<file path="config.mk">
export PLATFORM = sky130hd
export DESIGN_NAME = dram_refresh_sched
export DESIGN_NICKNAME = d
export VERILOG_FILES = /design/src/rtl/drs_pkg.sv /design/src/rtl/drs_interval.sv /design/src/rtl/drs_debt.sv /design/src/rtl/drs_ctl.sv /design/src/rtl/dram_refresh_sched.sv
export SDC_FILE = /design/constraint.sdc
export NUM_CORES = 1
export LEC_CHECK = 0
export ABC_AREA = 0
export BUFFER_PORTS_ARGS = -buffer_cell sky130_fd_sc_hd__buf_2
export CORE_MARGIN = 2
export CORE_UTILIZATION = 65
export DETAILED_ROUTE_END_ITERATION = 10
export PLACE_DENSITY_LB_ADDON = 0.25
export SYNTH_ARGS = -nofsm -noshare
export SYNTH_HDL_FRONTEND = slang
export SYNTH_SLANG_ARGS = --single-unit
export TNS_END_PERCENT = 10
</file>
<file path="constraint.sdc">
create_clock -name clk -period 6.4 [get_ports clk]
set_input_delay 1.28 -clock clk [delete_from_list [all_inputs] [get_ports clk]]
set_output_delay 1.28 -clock clk [all_outputs]
set_load 0.005 [all_outputs]
</file>
<file path="src/rtl/drs_pkg.sv">
package drs_pkg;
  typedef enum logic [3:0] {
    ST_PAUSE = 4'd0,
    ST_INIT  = 4'd1,
    ST_RUN   = 4'd2,
    ST_PRE   = 4'd3,
    ST_ENTER = 4'd4,
    ST_HOLD  = 4'd5,
    ST_EXIT  = 4'd6,
    ST_PRECH = 4'd7,
    ST_POST  = 4'd8
  } drs_state_e;
endpackage

</file>
<file path="src/rtl/drs_interval.sv">
module drs_interval #(
  parameter int INTERVAL_CYC = 3900
) (
  input  logic clk,
  input  logic rst_n,
  input  logic run,
  output logic tick
);
  localparam int CW = (INTERVAL_CYC > 2) ? $clog2(INTERVAL_CYC) : 1;
  localparam logic [CW-1:0] LAST = CW'(INTERVAL_CYC - 1);

  logic [CW-1:0] cnt;

  assign tick = run && (cnt == LAST);

  always_ff @(posedge clk or negedge rst_n) begin
    if (!rst_n)      cnt <= '0;
    else if (!run)   cnt <= '0;
    else if (tick)   cnt <= '0;
    else             cnt <= cnt + CW'(1);
  end
endmodule

</file>
<file path="src/rtl/drs_debt.sv">
module drs_debt #(
  parameter int DEBT_W = 4
) (
  input  logic              clk,
  input  logic              rst_n,
  input  logic              tick,
  input  logic              hs,
  output logic [DEBT_W-1:0] debt,
  output logic              debt_zero
);
  localparam logic [DEBT_W-1:0] CEIL = '1;

  logic pay;
  assign debt_zero = (debt == '0);
  assign pay       = hs && !debt_zero;

  always_ff @(posedge clk or negedge rst_n) begin
    if (!rst_n) begin
      debt <= '0;
    end else begin
      unique case ({tick, pay})
        2'b10:   if (debt != CEIL) debt <= debt + DEBT_W'(1);
        2'b01:   debt <= debt - DEBT_W'(1);
        default: debt <= debt;
      endcase
    end
  end
endmodule

</file>
<file path="src/rtl/drs_ctl.sv">
module drs_ctl
  import drs_pkg::*;
#(
  parameter int PAUSE_CYC  = 50000,
  parameter int INIT_REFS  = 8,
  parameter int SR_LOW_CYC = 25000,
  parameter int SR_PRE_CYC = 28,
  parameter bit LOW_POWER  = 1'b1
) (
  input  logic clk,
  input  logic rst_n,
  input  logic ref_ack,
  input  logic sleep_req,
  input  logic debt_zero,
  output logic ref_req,
  output logic hs,
  output logic run_en,
  output logic sr_enter,
  output logic sr_exit
);
  localparam int MAX_A   = (PAUSE_CYC > SR_LOW_CYC) ? PAUSE_CYC : SR_LOW_CYC;
  localparam int TMR_MAX = (MAX_A > SR_PRE_CYC) ? MAX_A : SR_PRE_CYC;
  localparam int TW      = $clog2(TMR_MAX + 1);
  localparam int IW      = $clog2(INIT_REFS + 1);

  drs_state_e    st;
  logic [TW-1:0] tmr;
  logic [IW-1:0] icnt;
  logic          sleep_ok;

  generate
    if (LOW_POWER) begin : g_lp
      assign sleep_ok = sleep_req;
    end else begin : g_np
      assign sleep_ok = 1'b0;
    end
  endgenerate

  always_comb begin
    unique case (st)
      ST_INIT, ST_PRE, ST_POST: ref_req = 1'b1;
      ST_RUN:                   ref_req = !debt_zero;
      default:                  ref_req = 1'b0;
    endcase
  end

  assign hs       = ref_req && ref_ack;
  assign run_en   = (st == ST_RUN);
  assign sr_enter = (st == ST_ENTER);
  assign sr_exit  = (st == ST_EXIT);

  always_ff @(posedge clk or negedge rst_n) begin
    if (!rst_n) begin
      st   <= ST_PAUSE;
      tmr  <= TW'(PAUSE_CYC - 1);
      icnt <= '0;
    end else begin
      unique case (st)
        ST_PAUSE: if (tmr == '0) st <= ST_INIT; else tmr <= tmr - TW'(1);
        ST_INIT: if (ref_ack) begin
          icnt <= icnt + IW'(1);
          if (icnt == IW'(INIT_REFS - 1)) st <= ST_RUN;
        end
        ST_RUN:   if (sleep_ok && debt_zero) st <= ST_PRE;
        ST_PRE:   if (ref_ack) st <= ST_ENTER;
        ST_ENTER: begin
          st  <= ST_HOLD;
          tmr <= TW'(SR_LOW_CYC - 1);
        end
        ST_HOLD: begin
          if (tmr != '0)      tmr <= tmr - TW'(1);
          else if (!sleep_ok) st  <= ST_EXIT;
        end
        ST_EXIT: begin
          st  <= ST_PRECH;
          tmr <= TW'(SR_PRE_CYC - 1);
        end
        ST_PRECH: if (tmr == '0) st <= ST_POST; else tmr <= tmr - TW'(1);
        ST_POST:  if (ref_ack) st <= ST_RUN;
        default:  st <= ST_PAUSE;
      endcase
    end
  end
endmodule

</file>
<file path="src/rtl/dram_refresh_sched.sv">
module dram_refresh_sched #(
  parameter int PAUSE_CYC    = 50000,
  parameter int INIT_REFS    = 8,
  parameter int INTERVAL_CYC = 3900,
  parameter int DEBT_W       = 4,
  parameter int SR_LOW_CYC   = 25000,
  parameter int SR_PRE_CYC   = 28,
  parameter bit LOW_POWER    = 1'b1
) (
  input  logic              clk,
  input  logic              rst_n,
  input  logic [DEBT_W-1:0] urgent_thr,
  output logic              ref_req,
  input  logic              ref_ack,
  output logic              ref_urgent,
  output logic              mem_ready,
  input  logic              sleep_req,
  output logic              sr_enter,
  output logic              sr_exit
);
  logic              tick, hs, run_en, debt_zero;
  logic [DEBT_W-1:0] debt;

  drs_interval #(.INTERVAL_CYC(INTERVAL_CYC)) u_iv (
    .clk(clk), .rst_n(rst_n), .run(run_en), .tick(tick)
  );

  drs_debt #(.DEBT_W(DEBT_W)) u_debt (
    .clk(clk), .rst_n(rst_n), .tick(tick), .hs(hs),
    .debt(debt), .debt_zero(debt_zero)
  );

  drs_ctl #(
    .PAUSE_CYC(PAUSE_CYC), .INIT_REFS(INIT_REFS), .SR_LOW_CYC(SR_LOW_CYC),
    .SR_PRE_CYC(SR_PRE_CYC), .LOW_POWER(LOW_POWER)
  ) u_ctl (
    .clk(clk), .rst_n(rst_n), .ref_ack(ref_ack), .sleep_req(sleep_req),
    .debt_zero(debt_zero), .ref_req(ref_req), .hs(hs), .run_en(run_en),
    .sr_enter(sr_enter), .sr_exit(sr_exit)
  );

  assign mem_ready  = run_en;
  assign ref_urgent = (debt >= urgent_thr);
endmodule

</file>
==> flow_summary.ini <==
[sta]
final_max_slew_viol_count = 0
timing.final.ws_setup_ns = 2.82
hold_viol_final = 0
period_share = 0.559
rsz0062_at_grt = no
worstMarginPinSlew_ns = 0.871
fin_crit_ns = 3.58
max-slew-margin-rel = 0.419
max_freq_mhz = 280
setup_tns_ns = 0
setup_viol = 0
fin_worst_skew_ns = 0.00874

[clock_tree]
cts_buffers = 5
cts_sinks = 40
hold_buffers = 0
clockBufferDepth = 2
cts_tree = yes
clk_pin_slew_ns = 0.07
postCtsSetupRepairBufs = 0
clk_latency_ns = 0.29
h-tree-depth = 2
ctsResizeCount = 0
ctsRootBufferMaster = clkbuf_8

[setup_path]
critPathSlowestCell = ha_1
required_ns = 5.12
cp_max_fo = 1
worst-path-buf-inv = 2
worst_setup_path_end_kind = output pin
path_delay_family = adder cells
crit_arrival_ns = 2.30
start_kind = input pin
max_stage_delay_ns = 0.27
worstPathCellList = buf_2 > ha_1 > nand2b_1 > a21oi_1 > nor2b_1 > o21ai_0 > nand2b_1 > buf_2
path_class = input pin to output pin

[cells_and_area]
fill_cells = 299
drive_above_1_share = 0.140
fin_nets = 289
antenna_cells = 0
syn2layout_area_growth_pct = 6.72

[synthesis]
synth_cells = 262
synth_edf_count = 0
synthFlopType = dfrtp_1
synth_top_cell_area_share = 0.320
yosysSeqAreaShare = 0.418
yosys.area.top_type = dfrtp_1
synth_common_cells = nor2_1 (33), dfrtp_1 (31), o21ai_0 (21)
syn-num-nets = 280
ys_warn_count = 0
synth_area_leaders = dfrtp_1 (32%), dfstp_2 (9.8%), nor2_1 (5.1%)
synth_area_um2 = 2420
ys_ff_latch = 40
syn_avg_cell_area_um2 = 9.24
ys_async_sr_fraction = 1.00
synthDistinctLibCells = 48
synth.most_common_cell = nor2_1

[floorplanning]
fp.dieArea_um2 = 4230
core_um2 = 3630
design.portCount = 13
dieHeight_um = 65.0
start_util = 0.666
die_x_um = 65.0
fp-row-count = 22

[placement]
place_congestion = 0.864
hpwl_mm = 3.45
preCtsSetupSlack_ns = 2.81
port_buffers = 12

[pwr]
power_frac_seq = 0.436
power_frac_clock = 0.173
p_switching_mw = 0.405
pwr_density_cell_nw_per_um2 = 387
power.static_leakage_nw = 1.12
power.share.switching = 0.405
p_int_mw = 0.595
combPwrFrac = 0.391
max-vdd-ir-drop_uv = 210
power_mw = 1.00

[global_route]
grt_pass1_wl_mm = 8.60
antenna_found_initial = 0
gr-total-overflow = 0
grt_usage = 0.263
grt_max_degree = 41
grt_pass1_vias = 1848

[detailed_routing]
drt_iter0_markers = 169
firstDrtPassIters = 6
wl_mm = 4.91
dr_total_vias = 1988
post-route-drc-count = 0
drtAntennaViolNets = 0
wl_per_cell_um = 15.3
viasPerCell = 6.21

[status]
status = finished clean

[run]
cap_viol_max_count = 0

[hold_path]
hold_path_class = flop to flop
## worst paths after layout
path                          startpoint        endpoint  slack (ns)  cells past startpoint
max                        urgent_thr[0]      ref_urgent        2.82                      8
min                          u_iv.cnt[0]     u_iv.cnt[0]        0.50                      1
max reg2reg                  u_ctl.st[3]  u_debt.debt[3]        3.27                      9
min reg2reg                  u_iv.cnt[0]     u_iv.cnt[0]        0.50                      1
max in group asynchronous          rst_n     u_iv.cnt[5]        4.75                      1
min in group asynchronous          rst_n  u_debt.debt[1]        1.10                      1
## cells by family after synthesis
group,synth area share
and+or+nand+nor,0.240
adders and majority gates,0.0548
xor gates and xnor gates,0.0723
muxes,0.0222
buffers and inverters,0.0367
DFF,0.418
AOI/OAI and AO/OA,0.156
## cells in the final DEF, fill, tap and decap left out, types with 4 or more instances in the layout
cell type and instances:
buf_2 12, nand3_1 12, xnor2_1 10, o21a_1 4, nor4_1 4, nor2_1 33, or3_1 6, clkbuf_8 6
o21ai_0 21, dfstp_2 9, a31oi_1 7, xor2_1 10, ha_1 9, nor3_1 8, and3_1 5, inv_1 11
a21o_1 4, nand2_1 11, nand4_1 4, a21oi_1 16, dfrtp_1 31
## worst reg2reg max path, cell delays in order, from the launching register on
cell	delay, ns
dfrtp_1	0.57
nor4b_1	0.81
and4_1	0.35
or3_1	0.20
inv_1	0.09
ha_1	0.28
a21o_1	0.17
a21oi_1	0.19
mux2i_1	0.25
xor2_1	0.15
## final cells by class
type | instances | area, µm² | share of cell area
Multi-Input combinational cell | 201 | 1320 | 0.511
Sequential cell | 40 | 1010 | 0.392
Clock buffer | 8 | 90.1 | 0.0349
Timing Repair Buffer | 12 | 60.1 | 0.0232
Tap cell | 48 | 60.1 | 0.0232
Inverter | 11 | 41.3 | 0.0160
## power groups by stage
stage,Sequential [mW],Combinational [mW],Clock [mW]
2_1_floorplan,0.392,0.329,0
3_3_place_gp,0.432,0.367,0
3_5_place_dp,0.435,0.388,0
4_1_cts,0.432,0.389,0.176
5_1_grt,0.446,0.442,0.188
6_report,0.436,0.390,0.173
## per-layer routing
layer  vias up  GRT usage  routed length, µm
li1        972          -                  -
met1       956      0.358               2310
met2        54      0.419               2300
met3         6     0.0573                218
met4         0     0.0938                 77
met5         -          0                  0
## sequential cells by signal, summed over array words and instances, names as in the netlist
| name | flops |
|---|---|
| u_ctl.tmr | 16 |
| u_iv.cnt | 12 |
| u_ctl.icnt | 4 |
| u_ctl.st | 4 |
| u_debt.debt | 4 |
## through the flow
step | instance area [µm²] | hold WS (ns) | utilization | instances
after CTS | 2580 | 0.498 | 0.711 | 320
after global routing | 2580 | 0.526 | 0.711 | 320
final | 2580 | 0.499 | 0.711 | 320
after global placement | 2490 | 0.463 | 0.686 | 312
after detailed placement | 2490 | 0.488 | 0.686 | 312
after floorplan | 2420 | 0.446 | - | 262
Note: power is estimated with default switching activity, not from simulation.
